<file path="src/rtl/bf16MulPkg.sv">
package bf16MulPkg;
  localparam int EXP_W      = 8;
  localparam int FRAC_W     = 7;
  localparam int WORD_W     = 1 + EXP_W + FRAC_W;
  localparam int SIG_W      = FRAC_W + 1;
  localparam int PROD_W     = 2 * SIG_W;
  localparam int NUM_PP     = SIG_W / 2 + 1;
  localparam int EXT_W      = EXP_W + 2;
  localparam int BIAS       = (1 << (EXP_W - 1)) - 1;
  localparam int EXP_MAX    = (1 << EXP_W) - 1;
  localparam int PIPE_DEPTH = 4;

  localparam logic [WORD_W-1:0] QNAN = {1'b0, {EXP_W{1'b1}}, 1'b1, {(FRAC_W-1){1'b0}}};

  typedef enum logic [1:0] {
    CLS_NUM,
    CLS_ZERO,
    CLS_INF,
    CLS_NAN
  } resClass_t;

  // load strobes from control to datapath, one per register stage
  typedef struct packed {
    logic ld1;
    logic ld2;
    logic ld3;
    logic ld4;
  } stageStrobe_t;

  typedef struct packed {
    logic                    sign;
    resClass_t               cls;
    logic signed [EXT_W-1:0] expSum;
  } resMeta_t;

  function automatic logic maj3(input logic x, input logic y, input logic z);
    return (x & y) | (x & z) | (y & z);
  endfunction

  function automatic logic [PROD_W-1:0] csaSum(input logic [PROD_W-1:0] x,
                                               input logic [PROD_W-1:0] y,
                                               input logic [PROD_W-1:0] z);
    return x ^ y ^ z;
  endfunction

  function automatic logic [PROD_W-1:0] csaCarry(input logic [PROD_W-1:0] x,
                                                 input logic [PROD_W-1:0] y,
                                                 input logic [PROD_W-1:0] z);
    logic [PROD_W-1:0] m;
    m = (x & y) | (x & z) | (y & z);
    return {m[PROD_W-2:0], 1'b0};
  endfunction
endpackage

</file>
<file path="src/rtl/bf16BoothRecoder.sv">
module bf16BoothRecoder
  import bf16MulPkg::*;
(
  input  logic [SIG_W-1:0]               mcand,
  input  logic [SIG_W-1:0]               mplier,
  output logic [NUM_PP-1:0][PROD_W-1:0]  pp,
  output logic [PROD_W-1:0]              negVec
);
  localparam int BEXT_W = 2 * NUM_PP + 1;

  logic [BEXT_W-1:0] bExt;
  logic [NUM_PP-1:0] negBits;

  assign bExt = {{(BEXT_W - SIG_W - 1){1'b0}}, mplier, 1'b0};

  for (genvar i = 0; i < NUM_PP; i++) begin : g_digit
    logic [2:0]        grp;
    logic              selOne;
    logic              selTwo;
    logic [PROD_W-1:0] mag;
    logic [PROD_W-1:0] row;

    assign grp    = bExt[2*i+2 -: 3];
    assign selOne = grp[0] ^ grp[1];
    assign selTwo = (grp == 3'b011) || (grp == 3'b100);
    assign negBits[i] = grp[2] & ~(grp[1] & grp[0]);
    assign mag    = selTwo ? {{(PROD_W - SIG_W - 1){1'b0}}, mcand, 1'b0} :
                    selOne ? {{(PROD_W - SIG_W){1'b0}}, mcand} : '0;
    // one's complement here, the +1 of the negation goes into negVec
    assign row    = negBits[i] ? ~mag : mag;
    assign pp[i]  = row << (2 * i);
  end

  always_comb begin
    negVec = '0;
    for (int i = 0; i < NUM_PP; i++) begin
      negVec[2*i] = negBits[i];
    end
  end
endmodule

</file>
<file path="src/rtl/bf16CompressTree.sv">
module bf16CompressTree
  import bf16MulPkg::*;
(
  input  logic [NUM_PP-1:0][PROD_W-1:0] pp,
  input  logic [PROD_W-1:0]             negVec,
  output logic [PROD_W-1:0]             sumVec,
  output logic [PROD_W-1:0]             carryVec
);
  logic [PROD_W-1:0] s42;
  logic [PROD_W-1:0] c42;
  logic [PROD_W-1:0] chainIn;
  logic [PROD_W-1:0] s32;
  logic [PROD_W-1:0] c32;

  assign chainIn[0] = 1'b0;
  assign c42[0]     = 1'b0;

  // 4:2 compressor row over the first four partial products
  for (genvar k = 0; k < PROD_W; k++) begin : g_cmp42
    logic fs;
    assign fs     = pp[0][k] ^ pp[1][k] ^ pp[2][k];
    assign s42[k] = fs ^ pp[3][k] ^ chainIn[k];
    if (k < PROD_W - 1) begin : g_carry
      assign chainIn[k+1] = maj3(pp[0][k], pp[1][k], pp[2][k]);
      assign c42[k+1]     = maj3(fs, pp[3][k], chainIn[k]);
    end
  end

  // two 3:2 rows fold in the last partial product and the negation bits
  assign s32      = csaSum(pp[NUM_PP-1], negVec, s42);
  assign c32      = csaCarry(pp[NUM_PP-1], negVec, s42);
  assign sumVec   = csaSum(s32, c32, c42);
  assign carryVec = csaCarry(s32, c32, c42);
endmodule

</file>
<file path="src/rtl/bf16FinalAdder.sv">
module bf16FinalAdder
  import bf16MulPkg::*;
(
  input  logic [PROD_W-1:0] sumVec,
  input  logic [PROD_W-1:0] carryVec,
  output logic [PROD_W-1:0] prod
);
  logic c1;
  logic c2;

  assign prod[0] = sumVec[0] ^ carryVec[0];
  assign c1      = sumVec[0] & carryVec[0];
  assign prod[1] = sumVec[1] ^ carryVec[1] ^ c1;
  assign c2      = maj3(sumVec[1], carryVec[1], c1);
  assign prod[PROD_W-1:2] = sumVec[PROD_W-1:2] + carryVec[PROD_W-1:2]
                          + {{(PROD_W - 3){1'b0}}, c2};
endmodule

</file>
<file path="src/rtl/bf16MulCtrl.sv">
module bf16MulCtrl
  import bf16MulPkg::*;
(
  input  logic         clk,
  input  logic         rst,
  input  logic         inValid,
  output stageStrobe_t stb,
  output logic         outValid
);
  logic [PIPE_DEPTH-1:0] vld;
  logic [2:0]            sinceRst;

  always_ff @(posedge clk) begin
    if (rst) vld <= '0;
    else     vld <= {vld[PIPE_DEPTH-2:0], inValid};
  end

  assign stb.ld1  = inValid;
  assign stb.ld2  = vld[0];
  assign stb.ld3  = vld[1];
  assign stb.ld4  = vld[2];
  assign outValid = vld[PIPE_DEPTH-1];

  always_ff @(posedge clk) begin
    if (rst)                 sinceRst <= '0;
    else if (sinceRst != '1) sinceRst <= sinceRst + 3'd1;
  end

  AST_LATENCY_FIXED: assert property (@(posedge clk) disable iff (rst)
    (sinceRst >= 3'(PIPE_DEPTH)) |-> (outValid == $past(inValid, PIPE_DEPTH)));
endmodule

</file>
<file path="src/rtl/bf16MulDatapath.sv">
module bf16MulDatapath
  import bf16MulPkg::*;
(
  input  logic              clk,
  input  logic              rst,
  input  stageStrobe_t      stb,
  input  logic [WORD_W-1:0] opA,
  input  logic [WORD_W-1:0] opB,
  output logic [WORD_W-1:0] prodOut
);
  localparam logic signed [EXT_W-1:0] EXP_TOP = EXT_W'(EXP_MAX - 1);
  localparam logic signed [EXT_W-1:0] EXP_LOW = EXT_W'(1);

  // ---- stage 1: unpack, classify, recode
  logic [EXP_W-1:0]  expA, expB;
  logic [FRAC_W-1:0] fracA, fracB;
  logic              zeroA, zeroB, infA, infB, nanA, nanB;
  resMeta_t          metaIn;
  logic [NUM_PP-1:0][PROD_W-1:0] ppComb;
  logic [PROD_W-1:0] negComb;

  assign expA  = opA[WORD_W-2:FRAC_W];
  assign expB  = opB[WORD_W-2:FRAC_W];
  assign fracA = opA[FRAC_W-1:0];
  assign fracB = opB[FRAC_W-1:0];
  assign zeroA = (expA == '0);
  assign zeroB = (expB == '0);
  assign infA  = (expA == '1) && (fracA == '0);
  assign infB  = (expB == '1) && (fracB == '0);
  assign nanA  = (expA == '1) && (fracA != '0);
  assign nanB  = (expB == '1) && (fracB != '0);

  always_comb begin
    metaIn.sign   = opA[WORD_W-1] ^ opB[WORD_W-1];
    metaIn.expSum = EXT_W'(expA) + EXT_W'(expB) - EXT_W'(BIAS);
    if (nanA || nanB || (infA && zeroB) || (infB && zeroA)) metaIn.cls = CLS_NAN;
    else if (infA || infB)                                  metaIn.cls = CLS_INF;
    else if (zeroA || zeroB)                                metaIn.cls = CLS_ZERO;
    else                                                    metaIn.cls = CLS_NUM;
  end

  bf16BoothRecoder u_recoder (
    .mcand  ({1'b1, fracA}),
    .mplier ({1'b1, fracB}),
    .pp     (ppComb),
    .negVec (negComb)
  );

  logic [NUM_PP-1:0][PROD_W-1:0] ppS1;
  logic [PROD_W-1:0]             negS1;
  resMeta_t                      metaS1;

  always_ff @(posedge clk) begin
    if (stb.ld1) begin
      ppS1   <= ppComb;
      negS1  <= negComb;
      metaS1 <= metaIn;
    end
  end

  // ---- stage 2: compressor tree
  logic [PROD_W-1:0] sumComb, carryComb;
  logic [PROD_W-1:0] sumS2, carryS2;
  resMeta_t          metaS2;

  bf16CompressTree u_tree (
    .pp       (ppS1),
    .negVec   (negS1),
    .sumVec   (sumComb),
    .carryVec (carryComb)
  );

  always_ff @(posedge clk) begin
    if (stb.ld2) begin
      sumS2   <= sumComb;
      carryS2 <= carryComb;
      metaS2  <= metaS1;
    end
  end

  // ---- stage 3: carry-propagate addition
  logic [PROD_W-1:0] prodComb;
  logic [PROD_W-1:0] prodS3;
  resMeta_t          metaS3;

  bf16FinalAdder u_cpa (
    .sumVec   (sumS2),
    .carryVec (carryS2),
    .prod     (prodComb)
  );

  always_ff @(posedge clk) begin
    if (stb.ld3) begin
      prodS3 <= prodComb;
      metaS3 <= metaS2;
    end
  end

  // ---- stage 4: normalise, truncate, pack
  logic                    normUp;
  logic [FRAC_W-1:0]       fracN;
  logic signed [EXT_W-1:0] expFin;
  logic [WORD_W-1:0]       packed4;

  assign normUp = prodS3[PROD_W-1];
  assign fracN  = normUp ? prodS3[PROD_W-2 -: FRAC_W] : prodS3[PROD_W-3 -: FRAC_W];
  assign expFin = metaS3.expSum + EXT_W'(normUp);

  always_comb begin
    unique case (metaS3.cls)
      CLS_NAN:  packed4 = QNAN;
      CLS_INF:  packed4 = {metaS3.sign, {EXP_W{1'b1}}, {FRAC_W{1'b0}}};
      CLS_ZERO: packed4 = {metaS3.sign, {(WORD_W-1){1'b0}}};
      default: begin
        if (expFin > EXP_TOP)      packed4 = {metaS3.sign, {EXP_W{1'b1}}, {FRAC_W{1'b0}}};
        else if (expFin < EXP_LOW) packed4 = {metaS3.sign, {(WORD_W-1){1'b0}}};
        else                       packed4 = {metaS3.sign, expFin[EXP_W-1:0], fracN};
      end
    endcase
  end

  always_ff @(posedge clk) begin
    if (rst)          prodOut <= '0;
    else if (stb.ld4) prodOut <= packed4;
  end

  // both significands carry their leading one, so the product is >= 2^(PROD_W-2)
  AST_PROD_NORMALISED: assert property (@(posedge clk) disable iff (rst)
    stb.ld4 |-> (prodS3[PROD_W-1:PROD_W-2] != 2'b00));
endmodule

</file>
<file path="src/rtl/bf16PipeMul.sv">
module bf16PipeMul
  import bf16MulPkg::*;
(
  input  logic              clk,
  input  logic              rst,
  input  logic              inValid,
  input  logic [WORD_W-1:0] opA,
  input  logic [WORD_W-1:0] opB,
  output logic              outValid,
  output logic [WORD_W-1:0] prodOut
);
  stageStrobe_t stb;

  bf16MulCtrl u_ctrl (
    .clk      (clk),
    .rst      (rst),
    .inValid  (inValid),
    .stb      (stb),
    .outValid (outValid)
  );

  bf16MulDatapath u_dp (
    .clk     (clk),
    .rst     (rst),
    .stb     (stb),
    .opA     (opA),
    .opB     (opB),
    .prodOut (prodOut)
  );

  AST_NAN_CANONICAL: assert property (@(posedge clk) disable iff (rst)
    (outValid && (prodOut[WORD_W-2:FRAC_W] == '1) && (prodOut[FRAC_W-1:0] != '0))
      |-> (prodOut == QNAN));

  AST_NO_SUBNORMAL: assert property (@(posedge clk) disable iff (rst)
    (outValid && (prodOut[WORD_W-2:FRAC_W] == '0)) |-> (prodOut[FRAC_W-1:0] == '0));
endmodule

</file>
<file path="config.mk">
export PLATFORM = sky130hd
export DESIGN_NAME = bf16PipeMul
export DESIGN_NICKNAME = d
export VERILOG_FILES = /design/src/rtl/bf16MulPkg.sv /design/src/rtl/bf16BoothRecoder.sv /design/src/rtl/bf16CompressTree.sv /design/src/rtl/bf16FinalAdder.sv /design/src/rtl/bf16MulCtrl.sv /design/src/rtl/bf16MulDatapath.sv /design/src/rtl/bf16PipeMul.sv
export SDC_FILE = /design/constraint.sdc
export NUM_CORES = 1
export LEC_CHECK = 0
export ABC_AREA = 1
export BUFFER_PORTS_ARGS = -buffer_cell sky130_fd_sc_hd__buf_2
export CAP_MARGIN = 20
export CELL_PAD_IN_SITES_DETAIL_PLACEMENT = 0
export CELL_PAD_IN_SITES_GLOBAL_PLACEMENT = 1
export CORE_ASPECT_RATIO = 0.7
export CORE_MARGIN = 2
export CORE_UTILIZATION = 32
export CTS_BUF_LIST = sky130_fd_sc_hd__clkbuf_16
export DETAILED_ROUTE_END_ITERATION = 12
export PLACE_DENSITY_LB_ADDON = 0.1
export SYNTH_ARGS = -nofsm -noshare
export SYNTH_HDL_FRONTEND = slang
export SYNTH_SLANG_ARGS = --single-unit
</file>
<file path="constraint.sdc">
create_clock -name clk -period 2.9 [get_ports clk]
set_clock_uncertainty 0.05 [all_clocks]
set_input_delay 0.29 -clock clk [delete_from_list [all_inputs] [get_ports clk]]
set_output_delay 0.29 -clock clk [all_outputs]
set_load 0.05 [all_outputs]
</file>
## Yosys cells after proc, flatten, opt, wreduce, memory -nomap -nowiden

Index checks and enable logic that the tools add are counted.

- Memories kept: 0
- Register bits after elaboration: 169
- RAM bits: 0
- Bits in latches: 0
- Output and inout bits: 17
- Bits in read-only memories: 0

- Bitwise gates (word level): 186
- Equal/unequal tests: 10
- $lt $le $gt $ge: 2
- Add/subtract/negate cells: 5
- Mux-type cells: 18
- Reduce and logical (&&, ||, !) cells: 21
- $mul: 0
- Shifts and indexed selects: 0
- Div/mod/pow operators: 0

Operator list:

| operator | number |
|---|---|
| $and 1x1->1 | 71 |
| $and 15x15->15 | 4 |
| $or 15x15->15 | 4 |
| $xor 1x1->1 | 54 |
| $pmux 16 s3 | 1 |
| $xor 16x16->16 | 3 |
| $or 1x1->1 | 40 |
| $mux 9 | 4 |
| $mux 8 | 4 |
| $mux 15 | 2 |
| $eq 8x8->1 const B | 2 |
| $logic_not 8->1 | 2 |
| $mux 16 | 1 |
| $not 9->16 | 1 |
| $xor 16x7->16 | 1 |
| $and 15x7->15 | 1 |
| $and 7x15->15 | 1 |
| $add 14x1->14 | 1 |
| $add 14x14->14 | 1 |
| $logic_not 7->1 | 2 |
| $mux 14 | 1 |
| $not 9->14 | 1 |
| $reduce_bool 7->1 | 2 |
| $mux 12 | 1 |
| 19 further kinds | 37 |

## Depth between registers and ports, before layout

Gate-level depths: netlist of the first run.

- Depth after elaboration: 10
- Mapped depth: 14

## Hierarchy

A second synthesis of the first run with hierarchy kept.

- Cell total of the unflattened synthesis: 1096
- Area total of the unflattened synthesis: 11337.1 µm²

By module, submodules not included:

| module | instances | sequential area each (µm²) | area each (µm²) | cells each |
|---|---|---|---|---|
| bf16MulDatapath | 1 | 5605.4 | 6998.0 | 445 |
| bf16BoothRecoder | 1 | 0.0 | 2059.5 | 393 |
| bf16CompressTree | 1 | 0.0 | 1376.3 | 107 |
| bf16FinalAdder | 1 | 0.0 | 785.8 | 138 |
| bf16MulCtrl | 1 | 80.1 | 117.6 | 13 |

## Least setup slack after synthesis of the first run

No wires, ideal clock.

- Path type: flip-flop to flip-flop
- From: register u_dp.ppS1[14] (netlist name)
- To: register u_dp.sumS2[13], data pin
- Setup slack: 194 ps
- Required time: 2581 ps
- Arrival time: 2386 ps
- Cell stages (with the launch flop): 5
- Clock period less this slack: 2706 ps
- Path through: edfxtp_1 > fa_1 > fa_1 > ha_1 > fa_1

RTL lines:

| item | line | source |
|---|---|---|
| end signal: assignment | bf16MulDatapath.sv:75 | `sumS2 <= sumComb;` |
| end: declaration | bf16MulDatapath.sv:63 | `logic [PROD_W-1:0] sumS2, carryS2;` |

==> flow_metrics.py, run 1 <==
metrics = {
    "logic_synthesis": {
        "synth-async-reset-ratio_pct": 0,
        "yosysTopAreaCell": "edfxtp_1",
        "yosys-top-cells-count": "126 x edfxtp_1, 108 x nand2_1, 48 x ha_1",
        "syn_area_per_cell_sq_um": 11.9,
        "netlist_instances": 649,
        "yosysTopAreaCellShare_pct": 49.0,
        "synth.ff_latch_count": 146,
        "synth_edf_count": 126,
        "synth.most_common_cell": "edfxtp_1",
        "ys.flop_type": "edfxtp_1",
        "yosysWarningCount": 0,
        "synth_nets": 760,
        "synth.distinct_cells": 44,
        "yosysSeqAreaShare_pct": 54.2,
        "synth_area_sq_um": 7720,
        "synth.area.top_cells": "edfxtp_1 49%, ha_1 7.8%, fa_1 7.3%, nand2_1 5.3%, dfxtp_1 5.2%",
    },
    "placement": {
        "hpwl_microns": 12300,
        "dpl_cell_area_sq_um": 8380,
        "port_buffers": 51,
        "post-place-cells": 1017,
        "gp_congestion": 0.816,
    },
    "timing": {
        "tightestPinTransition_ps": 952,
        "hold_violations": 0,
        "post-route-min-period_ps": 2730,
        "fin_setup_tns_ps": 0,
        "rsz0062_at_grt": "false",
        "maxSlewViolCount": 0,
        "worst_hold_slack_ps": 31.4,
        "max_freq_mhz": 367,
        "finalSetupViolCount": 0,
        "relSlewSlack_pct": 36.4,
        "finalCritPeriodShare_pct": 94.0,
    },
    "worst_setup_path": {
        "required_ps": 3020,
        "cpMaxStageDelayCell": "fa_1",
        "crit_path_end_kind": "flop",
        "worstPathCellList": "buf_4 > fa_1 > fa_1 > ha_1 > fa_1",
        "crit_fanout": 3,
        "crit_type": "flop to flop",
        "worstPathArrival_ps": 2850,
        "worstSetupStartpointType": "flop",
        "cpMostUsedCell": "fa_1",
        "cpPeakStageDelay_ps": 580,
    },
    "detailed_routing": {
        "drc": 0,
        "first_pass_iters": 4,
        "wl_per_cell_microns": 15.3,
        "vias": 4816,
        "via_per_inst": 4.59,
        "drt_iter0_markers": 359,
        "routed_wl_microns": 16100,
        "ant_nets": 0,
    },
    "clock_network": {
        "numClockSinks": 146,
        "cts_resized": 0,
        "cts-root-buf": "clkbuf_16",
        "postCtsHoldBufs": 0,
        "cts_max_level": 4,
        "cts_setup_buffers": 0,
        "cts_tree": "built",
        "worstSkewPairLatency_ps": 430,
        "clk_pin_slew_ps": 70,
        "clock_path_buffers": 2,
        "cts_buffers": 17,
    },
    "finish": {
        "syn_to_final_growth_pct": 16.5,
        "fin_nets": 829,
        "n_antenna_cell": 0,
        "finish.cell_count_without_fillers": 1049,
        "design_area_sq_um": 8990,
        "drive_gt1_share_pct": 18.7,
    },
    "min_path": {
        "hold_path.class": "input port to flop",
    },
    "flow_run": {
        "maxCapViolations": 0,
    },
    "floorplanning": {
        "dieArea_sq_um": 25400,
        "start_util_pct": 32.6,
        "rows": 47,
        "pin_count": 52,
        "die_y_microns": 134,
        "fp.coreArea_sq_um": 23600,
        "die_x_microns": 190,
    },
    "global_routing": {
        "grt_antenna_before_repair": 0,
        "overflow": 0,
        "grt_pass1_wl_microns": 25900,
        "grt_pass1_vias": 4698,
        "grt.total_usage_pct": 13.3,
        "grt_start_max_net_pins": 41,
    },
    "pwr": {
        "p_leak_nw": 3.60,
        "vdd_drop_max_uv": 458,
        "p_per_area_nw_per_um2": 742,
    },
    "run_status": {
        "outcome": "finished clean",
    },
}
-- registers in the layout, indices dropped and copies added (netlist names) --
signal,cells
u_dp.metaS2,13
u_dp.ppS1,47
u_dp.prodS3,9
u_dp.sumS2,14
u_dp.metaS3,13
u_dp.carryS2,13
u_ctrl.vld,4
u_dp.negS1,4
u_dp.prodOut,16
u_dp.metaS1,13
-- layer usage --
metal	vias up	wire (microns)	global-route usage, %
met3	11	679	3.66
met4	0	123	2.71
met2	95	6260	17.7
met1	2280	9000	21.2
li1	2430	-	-
met5	-	0	0
-- cell type report --
type / instances / area (sq um)
sequential: 146 / 4180
clock buffer: 17 / 425
inverter: 51 / 191
clock inverter: 15 / 185
multi-input combinational: 446 / 3310
tap: 318 / 398
timing repair buffer: 56 / 293
fill: 2314 / 14700
-- placed cells by master (no fill, tap or decap), drive strengths merged, types with 3 or more instances in the layout --
cell    instances
a21o            6
a21oi          37
buf            56
clkbuf         17
clkinv          4
dfxtp          20
edfxtp        126
fa             28
ha             48
inv            61
nand2         124
nand3          28
nand3b          4
nand4          15
nor2           40
nor4            6
o211ai          6
o21ai          23
o22ai          18
or2             3
xnor2          15
xor2           39
-- metrics by stage --
step	utilization [%]	total power [mW]	worst slack, ps
3_5_place_dp	35.4	4.48	151
3_3_place_gp	35.4	4.44	215
2_1_floorplan	-	4.00	194
6_report	38.0	6.67	173
4_1_cts	38.0	6.77	146
5_1_grt	38.0	7.13	83.1
-- cell families after synthesis --
group / synth area share (%)
buffers and inverters: 2.89
XOR/XNOR: 6.57
flip-flops: 54.2
adder cells (fa/ha/maj): 15.0
AND/OR/NAND/NOR: 13.9
AO/OA/AOI/OAI: 7.34
-- final timing paths --
path | startpoint | to | slack, ps | cells past startpoint
worst max-delay path | u_dp.ppS1[14] | u_dp.sumS2[11] | 170 | 5
worst min-delay path | opA[0] | u_dp.ppS1[72] | 30 | 1
worst max register to register | u_dp.ppS1[14] | u_dp.sumS2[11] | 170 | 5
worst min register to register | u_dp.metaS1[1] | u_dp.metaS2[1] | 360 | 0
-- report_power, final --
part / internal, mW / total (mW) / switching (mW)
logic: 0.656 / 1.56 / 0.906
clock network: 1.25 / 2.26 / 1.01
registers: 2.73 / 2.85 / 0.123
-- worst max-delay path: cells and delay by family, from the launching register on --
kind,cells,cell delay (ps)
buffers and inverters,1,180
adder cells (fa/ha/maj),4,1800
flip-flops,1,440
No activity file was read; power rests on OpenSTA's default activity.
==> run 2: changes to the inputs <==
--- a/config.mk
+++ b/config.mk
@@ -13,7 +13,7 @@
 export CORE_ASPECT_RATIO = 0.7
 export CORE_MARGIN = 2
 export CORE_UTILIZATION = 32
-export CTS_BUF_LIST = sky130_fd_sc_hd__clkbuf_16
+export CTS_BUF_LIST = sky130_fd_sc_hd__clkbuf_8
 export DETAILED_ROUTE_END_ITERATION = 12
 export PLACE_DENSITY_LB_ADDON = 0.1
 export SYNTH_ARGS = -nofsm -noshare
==> flow_metrics.py, run 2 (synthesis results as in run 1) <==
metrics = {
    "pwr": {
        "p_per_area_nw_per_um2": 692,
        "p_total_mw": 6.10,
        "p_leak_nw": 3.52,
        "vdd_drop_max_uv": 315,
    },
    "clock_network": {
        "cts_resized": 0,
        "cts_tree": "built",
        "cts_max_level": 4,
        "cts-root-buf": "clkbuf_8",
        "clk_pin_slew_ps": 100,
        "cts_buffers": 17,
        "worstSkewPairLatency_ps": 450,
        "numClockSinks": 146,
        "clock_path_buffers": 2,
    },
    "timing": {
        "fin_setup_tns_ps": 0,
        "relSlewSlack_pct": 35.6,
        "worst_hold_slack_ps": 43.9,
        "tightestPinTransition_ps": 964,
        "maxSlewViolCount": 0,
        "fin_ws_ps": 168,
        "max_freq_mhz": 366,
        "rsz0062_at_grt": "false",
        "finalSetupViolCount": 0,
        "finalCritPeriodShare_pct": 94.2,
        "post-route-min-period_ps": 2730,
        "hold_violations": 0,
    },
    "run_status": {
        "outcome": "finished clean",
    },
    "finish": {
        "drive_gt1_share_pct": 18.7,
        "n_antenna_cell": 0,
        "fin_nets": 830,
        "largestRegisters": "u_dp.ppS1 (47), u_dp.prodOut (16), u_dp.sumS2 (14)",
        "finish.cell_count_without_fillers": 1050,
        "design_area_sq_um": 8810,
        "syn_to_final_growth_pct": 14.1,
        "nFillCells": 2335,
        "largest_reg_flops": 47,
        "regMostFlops": "u_dp.ppS1",
        "layout_commonest_cell": "edfxtp_1",
        "postLayoutCoreUtil_pct": 37.2,
        "final_cell_mix": "126 x edfxtp_1, 108 x nand2_1, 51 x buf_2",
    },
    "worst_setup_path": {
        "worstPathArrival_ps": 2890,
        "cp-startpoint": "u_dp.ppS1[14]",
        "worstPathCellList": "buf_4 > fa_1 > fa_1 > ha_1 > fa_1",
        "worstRegToRegCells": 5,
        "crit_path_end_kind": "flop",
        "r2r_start": "u_dp.ppS1[14]",
        "crit_type": "flop to flop",
        "worstSetupStartpointType": "flop",
        "crit_fanout": 3,
        "cpMaxStageDelayCell": "fa_1",
        "required_ps": 3050,
        "critPathBufInv": 1,
        "r2r-end": "u_dp.sumS2[11]",
        "cpMostUsedCell": "fa_1",
        "r2r_slack_ps": 170,
        "cpPeakStageDelay_ps": 580,
        "path_delay_family": "adder cells",
    },
    "floorplanning": {
        "rows": 47,
        "dieArea_sq_um": 25400,
        "pin_count": 52,
        "die_x_microns": 190,
        "die_y_microns": 134,
        "start_util_pct": 32.6,
        "fp.coreArea_sq_um": 23600,
    },
    "detailed_routing": {
        "drc": 0,
        "wl_met1_microns": 8990,
        "vias": 4790,
        "ant_nets": 0,
        "drt_iter0_markers": 317,
        "dr.max_layer_used": "met4",
        "wl_per_cell_microns": 15.3,
        "first_pass_iters": 5,
        "routed_wl_microns": 16100,
        "route.met3.wl_microns": 702,
        "via_per_inst": 4.56,
        "wl_met2_microns": 6220,
    },
    "global_routing": {
        "grt_pass1_vias": 4678,
        "grt_antenna_before_repair": 0,
        "overflow": 0,
        "grt_start_max_net_pins": 41,
        "grt.total_usage_pct": 13.3,
        "grt_pass1_wl_microns": 25900,
    },
    "placement": {
        "place_ws_ps": 151,
        "post-place-cells": 1017,
        "hpwl_microns": 12300,
        "gp_congestion": 0.816,
        "port_buffers": 51,
        "dpl_cell_area_sq_um": 8380,
    },
    "min_path": {
        "hold_path.class": "input port to flop",
        "hold_depth": 1,
        "min_to": "u_dp.ppS1[78]",
        "min_from": "opA[6]",
    },
    "flow_run": {
        "maxCapViolations": 0,
    },
}
-- run 2: worst max path at each step --
stage                           to  slack, ps  depth (start not counted)
global placement     u_dp.sumS2[9]        210                          5
floorplan           u_dp.sumS2[13]        190                          4
detailed placement  u_dp.sumS2[11]        150                          5
CTS                 u_dp.sumS2[11]        150                          5
finish              u_dp.sumS2[11]        170                          5
global route        u_dp.sumS2[11]         80                          5
-- run 2: final cells by class --
| type | count | area (sq um) | area share, % |
|---|---|---|---|
| Clock buffer | 17 | 234 | 2.66 |
| Clock inverter | 15 | 185 | 2.10 |
| Inverter | 51 | 191 | 2.17 |
| Multi-Input combinational cell | 446 | 3310 | 37.6 |
| Sequential cell | 146 | 4180 | 47.5 |
| Tap cell | 318 | 398 | 4.52 |
| Timing Repair Buffer | 57 | 303 | 3.44 |
-- run 2: where the power goes --
group / switching [mW] / internal (mW) / leakage [nW] / total (mW)
clock: 0.942 / 0.741 / 0.213 / 1.68
combinational: 0.907 / 0.657 / 1.95 / 1.56
sequential: 0.124 / 2.72 / 1.36 / 2.85
-- run 2: worst register-to-register path, delay by kind of cell (launching register included) --
family                     cells  cell delay, ps
adders and majority gates      4            1800
buffers and inverters          1             180
DFF                            1             450
-- run 2: metal layers --
layer | track usage [%] | vias to the layer above
met5 | 0 | -
met4 | 3.10 | 0
met3 | 3.35 | 13
met2 | 17.8 | 99
met1 | 21.0 | 2246
li1 | - | 2432
-- run 2: repair_timing --
| action | in CTS | in global routing |
|---|---|---|
| hold buffers | 1 | 0 |
| hold endpoints to repair | 1 | 0 |
| setup buffers | 0 | 0 |
